### src/rtl/irqfe_pkg.sv
package irqfe_pkg;
   typedef enum logic {
      LANE_SYNC   = 1'b0,
      LANE_DIRECT = 1'b1
   } lane_kind_e;

   localparam int unsigned SYNC_STAGES   = 2;
   localparam int unsigned DIRECT_STAGES = 1;
endpackage

### src/rtl/irqfe_lane.sv
module irqfe_lane
   import irqfe_pkg::*;
#(
   parameter lane_kind_e KIND = LANE_SYNC
) (
   input  logic clk,
   input  logic rst_n,
   input  logic pin_n,
   output logic req_o
);
   logic act;
   logic req_raw;

   assign act = ~pin_n;

   generate
      if (KIND == LANE_DIRECT) begin : g_direct
         logic q;
         always_ff @(posedge clk) begin
            if (!rst_n) q <= 1'b0;
            else        q <= act;
         end
         assign req_raw = q;

         // one register stage between pin and core
         p_direct_latency_r3: assert property (@(posedge clk) disable iff (!rst_n)
            $past(rst_n) |-> (req_o == $past(act)));
      end else begin : g_sync
         logic [SYNC_STAGES-1:0] stg;
         always_ff @(posedge clk) begin
            if (!rst_n) stg <= '0;
            else        stg <= {stg[SYNC_STAGES-2:0], act};
         end
         assign req_raw = stg[SYNC_STAGES-1];

         // two register stages between pin and core
         p_sync_latency_r2: assert property (@(posedge clk) disable iff (!rst_n)
            ($past(rst_n) && $past(rst_n, 2)) |-> (req_o == $past(act, 2)));
      end
   endgenerate

   assign req_o = req_raw & rst_n;
endmodule

### src/rtl/irqfe_cfg_latch.sv
module irqfe_cfg_latch #(
   parameter int unsigned W = 4
) (
   input  logic         clk,
   input  logic         rst_n,
   input  logic [W-1:0] pin_lvl,
   output logic [W-1:0] cfg_o
);
   logic primed;

   always_ff @(posedge clk) begin
      if (!rst_n) cfg_o <= pin_lvl;
   end

   always_ff @(posedge clk) primed <= 1'b1;

   // an edge with reset low loads the pin levels seen at that edge
   p_cfg_capture_r5: assert property (@(posedge clk)
      (primed && $past(primed) && !$past(rst_n)) |-> (cfg_o == $past(pin_lvl)));

   // mode bits are frozen while reset stays released
   p_cfg_hold_r6: assert property (@(posedge clk) disable iff (!rst_n)
      (primed && $past(rst_n)) |-> $stable(cfg_o));
endmodule

### src/rtl/irqfe_top.sv
module irqfe_top
   import irqfe_pkg::*;
#(
   parameter int unsigned         N_LINES     = 6,
   parameter logic [N_LINES-1:0]  DIRECT_MASK = 6'b110000,
   parameter int unsigned         CFG_LSB     = 2,
   parameter int unsigned         CFG_W       = 4
) (
   input  logic               clk,
   input  logic               rst_n,
   input  logic [N_LINES-1:0] irq_pin_n,
   output logic [N_LINES-1:0] irq_req_o,
   output logic [CFG_W-1:0]   mode_cfg_o
);
   localparam int unsigned CFG_MSB = CFG_LSB + CFG_W - 1;

   generate
      if (N_LINES < 1) begin : g_bad_lines
         $error("irqfe_top: N_LINES must be at least 1");
      end
      if (CFG_W < 1) begin : g_bad_cfgw
         $error("irqfe_top: CFG_W must be at least 1");
      end
      if (CFG_MSB >= N_LINES) begin : g_bad_cfgrange
         $error("irqfe_top: configuration field exceeds the pin count");
      end
   endgenerate

   generate
      for (genvar i = 0; i < N_LINES; i++) begin : g_lane
         localparam lane_kind_e K = DIRECT_MASK[i] ? LANE_DIRECT : LANE_SYNC;
         irqfe_lane #(.KIND(K)) i_lane (
            .clk   (clk),
            .rst_n (rst_n),
            .pin_n (irq_pin_n[i]),
            .req_o (irq_req_o[i])
         );
      end
   endgenerate

   irqfe_cfg_latch #(.W(CFG_W)) i_cfg (
      .clk     (clk),
      .rst_n   (rst_n),
      .pin_lvl (irq_pin_n[CFG_MSB:CFG_LSB]),
      .cfg_o   (mode_cfg_o)
   );

   // no request reaches the core while reset is held
   p_quiet_in_reset_r4: assert property (@(posedge clk)
      !rst_n |=> (!rst_n |-> (irq_req_o == '0)));
endmodule

### config.mk
export PLATFORM = sky130hd
export DESIGN_NAME = irqfe_top
export DESIGN_NICKNAME = d
export VERILOG_FILES = /design/src/rtl/irqfe_pkg.sv /design/src/rtl/irqfe_lane.sv /design/src/rtl/irqfe_cfg_latch.sv /design/src/rtl/irqfe_top.sv
export SDC_FILE = /design/constraint.sdc
export NUM_CORES = 1
export LEC_CHECK = 0
export BUFFER_PORTS_ARGS = -buffer_cell sky130_fd_sc_hd__buf_2
export CAP_MARGIN = 20
export CORE_AREA = 5 5 42 44
export CTS_CLUSTER_DIAMETER = 100
export CTS_CLUSTER_SIZE = 40
export DETAILED_ROUTE_END_ITERATION = 7
export DIE_AREA = 0 0 47 49
export GPL_TIMING_DRIVEN = 0
export SLEW_MARGIN = 20
export SYNTH_ARGS = -nofsm -noshare
export SYNTH_HDL_FRONTEND = slang
export SYNTH_SLANG_ARGS = --single-unit
### constraint.sdc
create_clock -name clk -period 1.05 [get_ports clk]
set_input_delay 0.0525 -clock clk [delete_from_list [all_inputs] [get_ports clk]]
set_output_delay 0.0525 -clock clk [all_outputs]
set_load 0.01 [all_outputs]
# --- Word level (Yosys, flattened, before mapping) ---
# Index checks and enable logic that the tools add are counted.
word_totals:
  latch_bits: 0
  mem_bits_ro: 0
  out_inout_bits: 10
  regBits: 14
  memories: 0
  mem_bits_rw: 0
  elab_cells: 19
op_classes:
  mul: 0
  order_cmp: 0
  shifts: 0
  n_reduce_logical: 0
  eq_ne: 0
  bitwise_logic: 12
  n_div: 0
  muxes: 0
  n_addsub: 0
ops:
  columns: ["cell", "n"]
  rows:
  - ["bitwise AND 1 bit", 6]
  - ["inverter 1 bit", 6]

# --- Logic depth before layout (Yosys ltp) ---
# Gate-level depths: netlist of run 1.
logic_depth:
  ltp_word: 1
  mapped_depth: 3

# --- Modules after synthesis ---
# A second synthesis of run 1 with hierarchy kept.
hier_totals:
  hier_cells: 31
  hier_area_um2: 469.2
modules_own_cells:
  columns: ["mod", "n_inst", "area_per_inst_um2", "cells_per_inst", "seq_area_each_um2"]
  rows:
  - ["irqfe_lane at g_lane[0].i_lane ...", 4, 66.3, 5, 40.0]
  - ["irqfe_cfg_latch", 1, 123.9, 5, 120.1]
  - ["irqfe_lane at g_lane[4].i_lane ...", 2, 40.0, 3, 20.0]

# --- Worst setup path before layout of run 1 ---
# Ideal clock, no wire load.
synth_path:
  path_type: "register -> output"
  from: "register g_lane[0].i_lane.g_sync.stg[1]"
  to: "output port irq_req_o[0]"
  required_time_ps: 998
  setup_slack_ps: 460
  arrival_time_ps: 537
  stages_incl_launch_ff: 3
  path_cell_list: "dfxtp_1 > and2_1 > buf_4"
synth_between:
  elab_chain_cells: 1
synth_lines:
  columns: ["element", "line", "rtl"]
  rows:
  - ["from (decl)", "irqfe_lane.sv:29", "logic [SYNC_STAGES-1:0] stg;"]
  - ["from (signal assigned)", "irqfe_lane.sv:32", "else stg <= {stg[SYNC_STAGES-2:0], act};"]
  - ["bitwise AND 1 bit", "irqfe_lane.sv:42", "assign req_o = req_raw & rst_n;"]
  - ["to (decl)", "irqfe_top.sv:12", "output logic [N_LINES-1:0] irq_req_o,"]
# Every way passes these cells.

# --- Final worst setup path of run 1 ---
layout_path:
  from: "register g_lane[5].i_lane.g_direct.q"
  to: "output port irq_req_o[5]"
layout_between:
  elab_chain_cells: 1
layout_lines:
  columns: ["element", "line", "rtl"]
  rows:
  - ["from (decl)", "irqfe_lane.sv:18", "logic q;"]
  - ["from (signal assigned)", "irqfe_lane.sv:21", "else q <= act;"]
  - ["bitwise AND 1 bit", "irqfe_lane.sv:42", null]
# Every way passes these cells.

==> run summary, run 1 <==
Final Critical Period = 995 ps
Arr. time, crit path = 940 ps
Pre-CTS WS = 249 ps
Post-CTS Setup Inserts = 0
Crit-path slowest cell = dfxtp_1
Min-delay worst type = in -> reg
Antenna Nets Post-Route = 0
CP Launch Type = flop
Drt drc = 0
Die Wd = 47 um
Setup crit start = g_lane[5].i_lane.g_direct.q$_SDFF_PN0_
Top-area cell type share of the netlist area = 41.7%
Share of post-route cells with drive strength above 1 = 44.6%
WP data required = 1000 ps
Worst-skew pair later-pin latency = 260 ps
CTS tree = yes
Number of synthesized flops with an enable pin = 4
Clock transition at path regs = 80 ps
First-pass GRT wire length = 1190 um
Synthesized flop and latch total = 14
Vias per inst = 3.73
Die area = 2300 sq um
GRT Util Overall = 7.25%
Core ar. = 1400 sq um
1st-iter DRT viols = 1
Leak = 0.000326 uW
CTS sink cnt = 14
R2r startpoint = g_lane[0].i_lane.g_sync.stg[0]$_SDFF_PN0_
Worst-case reg-to-reg path depth = 1
Synthesized net count = 46
CTS Buf Count = 3
R2r endpoint = g_lane[0].i_lane.g_sync.stg[1]$_SDFF_PN0_
Max incr delay on CP = 300 ps
Placed cell count = 71
Final setup viols = 0
Routed vias = 302
Largest net degree at the start of global routing = 11
Tcrit/Tclk final = 94.8%
Register area share after synthesis = 66.7%
DP HPWL = 465 um
MaxCap Viol Count = 0
Fmax = 1010 MHz
Vias in the first global route = 315
Area occupied by registers = 322 sq um
H-tree depth = 1
Gpl congestion = 0.629
RSZ-0062 raised after global routing = no
# fillers = 133
Post-synth ARST share = 0%
Dominant cell type by area after synthesis = dfxtp_1
Area of the multi-input gates = 103 sq um
Max Slew Vio Count = 0
Worst VDD drop = 0.830 mV
Final wirelength = 651 um
Synthesized area = 480 sq um
Die span in y = 49 um
Pwr dens = 1420 nW/um^2
Reg2reg setup slack = 510 ps
Max FO, Critical Path = 1
Yosys cell types = 7
Top post-synthesis cells by count = and2_1 (10), dfxtp_1 (10), buf_4 (6), nor2b_1 (6), edfxtp_1 (4)
IO Port Bufs = 17
Crit. End Element = output port
First-pass iteration count of the detailed router = 3
Root Driver = clkbuf_4
Synth-to-Final Area Change = 43.2%
Hold_sp = rst_n
Outcome = complete, no violations
Rows = 14
Clock Skews = 0.440 ps
Least-Margin Pin Slew = 160 ps
GR Overflow Total = 0
Synth top area cells = dfxtp_1 (42%), edfxtp_1 (25%), and2_1 (13%)
Critical path class = reg -> out
CP cell instances = and2_1 > buf_4 > buf_2
Setup WS post-layout = 55.1 ps
TNS Setup = 0 ps
Syn Area/Cell = 12.6 sq um
Antenna violations before repair = 0
Post-Route Utilization = 49.1%
Max clock buf depth = 2
Layout Cells excl Fill = 81
Fin nets = 74
Starting Density = 34.3%
DR WL/cell = 8.04 um
Synth Instances = 38
I/O pins = 18
Final hold violations = 0
Total inserted antenna cells = 0
Critical Path Sink = irq_req_o[5]
Main synth FF type = dfxtp_1
Yosys warns = 0
Min Hold Slack = 93.7 ps
Rel. slew slack = 89.3%
-- kinds of logic (layout without fill, tap and decap cells) --
group         count (synthesis)  in the layout  share of synthesized area [%]
buf+inv                       8             35                           12.5
flops                        14             14                           66.7
simple gates                 16             16                           20.8
-- state kept, by name (all words and copies together) (netlist names) --
register                  cells
i_cfg.cfg_o                   4
g_lane.i_lane.g_direct.q      2
g_lane.i_lane.g_sync.stg      8
-- worst min-delay path by stage --
stage | to | slack (ps) | cells past startpoint
after floorplan | g_lane[0].i_lane.g_sync.stg[0]$_SDFF_PN0_ | 120 | 1
after global placement | g_lane[0].i_lane.g_sync.stg[0]$_SDFF_PN0_ | 210 | 2
after detailed placement | g_lane[0].i_lane.g_sync.stg[0]$_SDFF_PN0_ | 210 | 2
after CTS | g_lane[4].i_lane.g_direct.q$_SDFF_PN0_ | 90 | 2
after global routing | g_lane[4].i_lane.g_direct.q$_SDFF_PN0_ | 90 | 2
final | g_lane[2].i_lane.g_sync.stg[0]$_SDFF_PN0_ | 90 | 2
-- cell type report --
class	count	share of cell area, %
repair buffers	23	22.9
clock inverters	1	0.545
plain buffers	7	8.18
well taps	16	2.91
inverters	1	0.545
multi-input cells	16	14.9
clock buffers	3	3.27
flip-flops and latches	14	46.7
-- power breakdown --
part	internal, uW	switching (uW)
Sequential	587	5.41
Combinational	62.9	39.6
Clock	137	148
-- layer usage --
metal	wire, um	GRT usage [%]	vias to the layer above	share of wire [%]
met5	0	0	-	0
met3	66	2.21	0	10
met4	0	5.53	0	0
met2	318	10.6	12	49
li1	-	-	166	-
met1	266	8.39	124	41
-- timing repair --
action | 4_1_cts | 5_1_grt
endpoints found under the hold margin | 10 | 0
setup endpoints to repair | 0 | 2
hold buffers | 6 | 0
resized for setup | 0 | 4
-- critical path, delay by kind of cell (launching register included) --
family,cells,cell delay (ps)
buf+inv,2,250
simple gates,1,140
flops,1,300
-- stage by stage --
stage	cell area, sq um	total power (uW)
global placement	586	687
detailed placement	586	689
floorplan	480	650
global route	688	1040
finish	688	980
CTS	672	999
-- layout by cell type (no fill, tap or decap) --
cell           instances
inv_1                  1
edfxtp_1               4
buf_2                 15
dfxtp_2                1
buf_6                  3
nor2b_1                6
clkbuf_4               3
dlygate4sd3_1          6
and2_1                 9
and2_4                 1
clkinv_1               1
dfxtp_1                9
buf_4                  6
No activity file was read; power rests on OpenSTA's default activity.
==> inputs of run 2 (changes only) <==
- BUFFER_PORTS_ARGS: -buffer_cell sky130_fd_sc_hd__buf_2 -> unset
- DONT_BUFFER_PORTS: unset -> 1
- SLEW_MARGIN: 20 -> 40
==> run summary, run 2 (synthesis results as in run 1) <==
Outcome = complete, no violations (unchanged)
Max clock buf depth = 2 (unchanged)
Routed vias = 278 (was 302)
Final hold violations = 0 (unchanged)
R2r startpoint = g_lane[0].i_lane.g_sync.stg[0]$_SDFF_PN0_ (unchanged)
Max FO, Critical Path = 2 (was 1)
Post-CTS Setup Inserts = 0 (unchanged)
Worst-case reg-to-reg path depth = 1 (unchanged)
Post-layout power = 981 uW (was 980 uW)
Share of post-route cells with drive strength above 1 = 18.9% (was 44.6%)
Placed inst area = 500 sq um (was 586 sq um)
Clock Skews = 0.144 ps (was 0.440 ps)
Hold depth = 2 (unchanged)
Final Critical Period = 1040 ps (was 995 ps)
Die span in y = 49 um (unchanged)
First-pass iteration count of the detailed router = 2 (was 3)
Die area = 2300 sq um (unchanged)
Pwr dens = 1540 nW/um^2 (was 1420 nW/um^2)
Final setup viols = 0 (unchanged)
Core ar. = 1400 sq um (unchanged)
Antenna violations before repair = 0 (unchanged)
Critical path class = in -> reg (was reg -> out)
Worst-skew pair later-pin latency = 270 ps (was 260 ps)
Hold_sp = rst_n (unchanged)
I/O pins = 18 (unchanged)
Largest net degree at the start of global routing = 11 (unchanged)
# fillers = 141 (was 133)
R2r endpoint = g_lane[0].i_lane.g_sync.stg[1]$_SDFF_PN0_ (unchanged)
Reg2reg setup slack = 510 ps (about the same)
Rows = 14 (unchanged)
Die Wd = 47 um (unchanged)
RSZ-0062 raised after global routing = no (unchanged)
Fmax = 962 MHz (was 1010 MHz)
First-pass GRT wire length = 1090 um (was 1190 um)
WP data required = 1270 ps (was 1000 ps)
Tcrit/Tclk final = 99.0% (was 94.8%)
DR WL/cell = 10.2 um (was 8.04 um)
Commonest non-fill, non-tap cells in the layout = dlygate4sd3_1 (11), and2_1 (10), dfxtp_1 (10) (was buf_2 (15), and2_1 (9), dfxtp_1 (9))
IO Port Bufs = 0 (was 17)
Worst VDD drop = 0.686 mV (was 0.830 mV)
Max Slew Vio Count = 0 (unchanged)
Final wirelength = 704 um (was 651 um)
GR Overflow Total = 0 (unchanged)
GRT Util Overall = 7.32% (was 7.25%)
Crit. End Element = flop (was output port)
Hold worst-path end = g_lane[2].i_lane.g_sync.stg[1]$_SDFF_PN0_ (was g_lane[2].i_lane.g_sync.stg[0]$_SDFF_PN0_)
Clock transition at path regs = 80 ps (about the same)
Vias per inst = 4.03 (was 3.73)
Starting Density = 34.3% (unchanged)
Post-Route Utilization = 45.4% (was 49.1%)
MaxCap Viol Count = 0 (unchanged)
CTS sink cnt = 14 (unchanged)
Most common cell after layout, fill and taps aside = dlygate4sd3_1 (was buf_2)
Max FFs per register = 8 (unchanged)
Total inserted antenna cells = 0 (unchanged)
Rel. slew slack = 88.9% (was 89.3%)
TNS Setup = 0 ps (unchanged)
Leak = 0.000274 uW (was 0.000326 uW)
CTS Buf Count = 3 (unchanged)
Least-Margin Pin Slew = 167 ps (was 160 ps)
Layout Cells excl Fill = 69 (was 81)
Gpl congestion = 0.592 (was 0.629)
Largest Register = g_lane.i_lane.g_sync.stg (unchanged)
H-tree depth = 1 (unchanged)
Root Driver = clkbuf_4 (unchanged)
Fin nets = 62 (was 74)
CTS resizes = 0 (unchanged)
1st-iter DRT viols = 2 (was 1)
Min-delay worst type = in -> reg (unchanged)
CP Launch Type = primary input (was flop)
Antenna Nets Post-Route = 0 (unchanged)
Placed cell count = 54 (was 71)
CTS tree = yes (unchanged)
Arr. time, crit path = 1260 ps (was 940 ps)
Vias in the first global route = 295 (was 315)
Cell area after layout = 637 sq um (was 688 sq um)
Synth-to-Final Area Change = 32.6% (was 43.2%)
Drt drc = 0 (unchanged)
Biggest regs = g_lane.i_lane.g_sync.stg: 8 flops, i_cfg.cfg_o: 4 flops, g_lane.i_lane.g_direct.q: 2 flops (unchanged)
-- run 2: changes by cell type in the layout (fill, tap and decap cells not counted), sizes merged --
cell         delta
clkinv          -1
clkbuf          +1
buf            -17
dlygate4sd3     +5
-- run 2: critical path: stages --
cell and delay (ps):
dlygate4sd3_1 550, nor2b_1 110, dlygate4sd3_1 550
-- run 2: power breakdown --
| part | internal (uW) | switching, uW |
|---|---|---|
| registers | 587 | 13.6 |
| clock network | 147 | 156 |
| logic | 51.6 | 25.4 |
| total | 786 | 195 |
-- run 2: worst max-delay path by stage --
stage / startpoint / end / slack, ps
2_1_floorplan: g_lane[0].i_lane.g_sync.stg[1]$_SDFF_PN0_ / irq_req_o[0] / 460
3_3_place_gp: rst_n / i_cfg.cfg_o[1]$_DFFE_PN_ / 430
3_5_place_dp: rst_n / i_cfg.cfg_o[2]$_DFFE_PN_ / 420
4_1_cts: irq_pin_n[3] / g_lane[3].i_lane.g_sync.stg[0]$_SDFF_PN0_ / 30
5_1_grt: irq_pin_n[2] / g_lane[2].i_lane.g_sync.stg[0]$_SDFF_PN0_ / 1
6_report: irq_pin_n[2] / g_lane[2].i_lane.g_sync.stg[0]$_SDFF_PN0_ / 10
-- run 2: repair_timing --
| item | 4_1_cts | 5_1_grt |
|---|---|---|
| endpoints found under the hold margin | 10 | 2 |
| hold buffers | 12 | 1 |
| setup endpoints to repair | 0 | 2 |
-- run 2: area by class of cell --
class,instances,area [sq um],share of cell area (%)
sequential,14,320,50.3
timing repair buffer,11,110,17.3
multi-input combinational,16,100,15.7
buffer,7,56.3,8.84
clock buffer,4,26.3,4.13
tap,16,20.0,3.14
inverter,1,3.75,0.589
-- run 2: through the flow --
stage          hold slack [ps]  worst slack (ps)
2_1_floorplan              124               460
3_3_place_gp               125               430
3_5_place_dp               126               422
4_1_cts                   5.61              34.9
5_1_grt                   11.1              1.32
6_report                  15.7              9.99
-- run 2: layer usage --
metal / up-vias / share of wire, % / global-route usage, %
li1: 141 / - / -
met3: 2 / 13 / 4.43
met5: - / 0 / 0
met4: 0 / 1.3 / 9.68
met2: 12 / 48 / 9.95
met1: 123 / 38 / 5.88
==> inputs of run 3 (changes only) <==
- PLACE_DENSITY: unset -> 0.56
==> run summary, run 3 (synthesis results as in run 1) <==
Routed vias = 273 (was 278)
Outcome = complete, no violations (unchanged)
CP cell instances = dlygate4sd3_1 > nor2b_1 > dlygate4sd3_1 (unchanged)
CP Launch Type = primary input (unchanged)
CTS Buf Count = 3 (unchanged)
# fillers = 142 (was 141)
IO Port Bufs = 0 (unchanged)
Min Hold Slack = 9.11 ps (was 15.7 ps)
CTS tree = yes (unchanged)
NetSw = 191 uW (was 195 uW)
Area occupied by registers = 320 sq um (unchanged)
Most used cell, CP = dlygate4sd3_1 (unchanged)
Max incr delay on CP = 560 ps (was 550 ps)
Total inserted antenna cells = 0 (unchanged)
RSZ-0062 raised after global routing = no (unchanged)
CTS sink cnt = 14 (unchanged)
Die span in y = 49 um (unchanged)
CTS resizes = 0 (unchanged)
Crit. End Element = flop (unchanged)
Sw Ratio = 19.6% (was 19.9%)
Rows = 14 (unchanged)
I/O pins = 18 (unchanged)
Internal power = 784 uW (was 786 uW)
Antenna violations before repair = 0 (unchanged)
Sequential power share = 61.8% (was 61.2%)
Fin nets = 61 (was 62)
GR Overflow Total = 0 (unchanged)
DR WL/cell = 10.4 um (was 10.2 um)
Clock Skews = 0.321 ps (was 0.144 ps)
Rel. slew slack = 89.5% (was 88.9%)
Gpl congestion = 0.681 (was 0.592)
Drt drc = 0 (unchanged)
First-pass GRT wire length = 1190 um (was 1090 um)
TNS Setup = 0 ps (unchanged)
GRT Util Overall = 7.83% (was 7.32%)
Antenna Nets Post-Route = 0 (unchanged)
Crit-path slowest cell = dlygate4sd3_1 (unchanged)
Clock transition at path regs = 80 ps (about the same)
Logic pwr share = 7.6% (was 7.8%)
Synth-to-Final Area Change = 30.5% (was 32.6%)
R2r startpoint = g_lane[0].i_lane.g_sync.stg[0]$_SDFF_PN0_ (unchanged)
Die Wd = 47 um (unchanged)
Max FO, Critical Path = 2 (unchanged)
Max clock buf depth = 2 (unchanged)
Fmax = 969 MHz (was 962 MHz)
Worst-case reg-to-reg path depth = 1 (unchanged)
Max Slew Vio Count = 0 (unchanged)
1st-iter DRT viols = 1 (was 2)
Share of post-route cells with drive strength above 1 = 19.2% (was 18.9%)
Clk pwr share = 30.6% (was 30.9%)
Worst VDD drop = 0.729 mV (was 0.686 mV)
Least-Margin Pin Slew = 157 ps (was 167 ps)
Critical path class = in -> reg (unchanged)
Pwr dens = 1550 nW/um^2 (was 1540 nW/um^2)
Final wirelength = 709 um (was 704 um)
Worst-skew pair later-pin latency = 260 ps (was 270 ps)
Root Driver = clkbuf_4 (unchanged)
Final setup viols = 0 (unchanged)
Arr. time, crit path = 1250 ps (was 1260 ps)
Leak = 0.000268 uW (was 0.000274 uW)
WP data required = 1270 ps (about the same)
Min-delay worst type = in -> reg (unchanged)
Final hold violations = 0 (unchanged)
R2r endpoint = g_lane[0].i_lane.g_sync.stg[1]$_SDFF_PN0_ (unchanged)
Critical Path Sink = g_lane[5].i_lane.g_direct.q$_SDFF_PN0_ (was g_lane[2].i_lane.g_sync.stg[0]$_SDFF_PN0_)
Die area = 2300 sq um (unchanged)
Final Critical Period = 1030 ps (was 1040 ps)
Biggest regs = g_lane.i_lane.g_sync.stg: 8 flops, i_cfg.cfg_o: 4 flops, g_lane.i_lane.g_direct.q: 2 flops (unchanged)
Commonest non-fill, non-tap cells in the layout = and2_1 (10), dfxtp_1 (10), dlygate4sd3_1 (10) (was dlygate4sd3_1 (11), and2_1 (10), dfxtp_1 (10))
Area of the multi-input gates = 100 sq um (unchanged)
Largest net degree at the start of global routing = 11 (unchanged)
MaxCap Viol Count = 0 (unchanged)
Vias per inst = 4.01 (was 4.03)
Tcrit/Tclk final = 98.2% (was 99.0%)
First-pass iteration count of the detailed router = 2 (unchanged)
Core ar. = 1400 sq um (unchanged)
Largest Register = g_lane.i_lane.g_sync.stg (unchanged)
Vias in the first global route = 275 (was 295)
Reg2reg setup slack = 500 ps (was 510 ps)
H-tree depth = 1 (unchanged)
Max FFs per register = 8 (unchanged)
Setup crit start = irq_pin_n[5] (was irq_pin_n[2])
Starting Density = 34.3% (unchanged)
run 3: changes by cell type in the layout (fill, tap and decap cells not counted):
cell	before	now
dlygate4sd3_1	11	10
run 3: per-layer routing:
layer / routed length [um] / vias to the layer above / GRT usage, %
li1: - / 139 / -
met1: 252 / 119 / 7.27
met2: 376 / 11 / 11.8
met3: 58 / 4 / 2.95
met4: 21 / 0 / 8.29
met5: 0 / - / 0
run 3: layout make-up:
class                   instances  area share (%)
repair buffers                 10            16.0
well taps                      16            3.19
clock buffers                   4            4.19
plain buffers                   7            8.98
multi-input cells              16            16.0
inverters                       1           0.599
flip-flops and latches         14            51.1
run 3: what timing repair did:
item,in CTS,in global routing
endpoints found under the setup margin,0,3
setup buffers,0,0
hold endpoints to repair,10,3
hold buffers,12,1
run 3: how the worst min path moves through the flow:
stage,end,startpoint,slack (ps),depth (start not counted)
after floorplan,g_lane[0].i_lane.g_sync.stg[0]$_SDFF_PN0_,irq_pin_n[0],120,1
after global placement,g_lane[3].i_lane.g_sync.stg[0]$_SDFF_PN0_,irq_pin_n[3],130,1
after detailed placement,g_lane[2].i_lane.g_sync.stg[0]$_SDFF_PN0_,irq_pin_n[2],130,1
after CTS,g_lane[3].i_lane.g_sync.stg[1]$_SDFF_PN0_,rst_n,2,2
after global routing,g_lane[2].i_lane.g_sync.stg[1]$_SDFF_PN0_,rst_n,20,2
final,g_lane[3].i_lane.g_sync.stg[1]$_SDFF_PN0_,rst_n,9,2
run 3: power groups by stage:
stage | Sequential, uW | Clock (uW) | Combinational [uW]
floorplan | 611 | 0 | 38.2
global placement | 615 | 0 | 42.1
detailed placement | 616 | 0 | 43.3
CTS | 603 | 314 | 79.7
global route | 606 | 341 | 83.1
finish | 603 | 298 | 73.6
run 3: metrics by stage:
step / power [uW] / worst slack (ps) / cells / area [sq um] / util (%)
6_report: 974 / 18.4 / 68 / 627 / 44.7
4_1_cts: 997 / 26.4 / 70 / 647 / 46.2
3_3_place_gp: 657 / 447 / 54 / 500 / 35.7
5_1_grt: 1030 / 6.33 / 68 / 627 / 44.7
2_1_floorplan: 650 / 460 / 38 / 480 / -
3_5_place_dp: 659 / 430 / 54 / 500 / 35.7
run 3: worst max-delay path, delay by kind of cell:
family | cells | cell delay (ps)
buf+inv | 2 | 1100
simple gates | 1 | 110
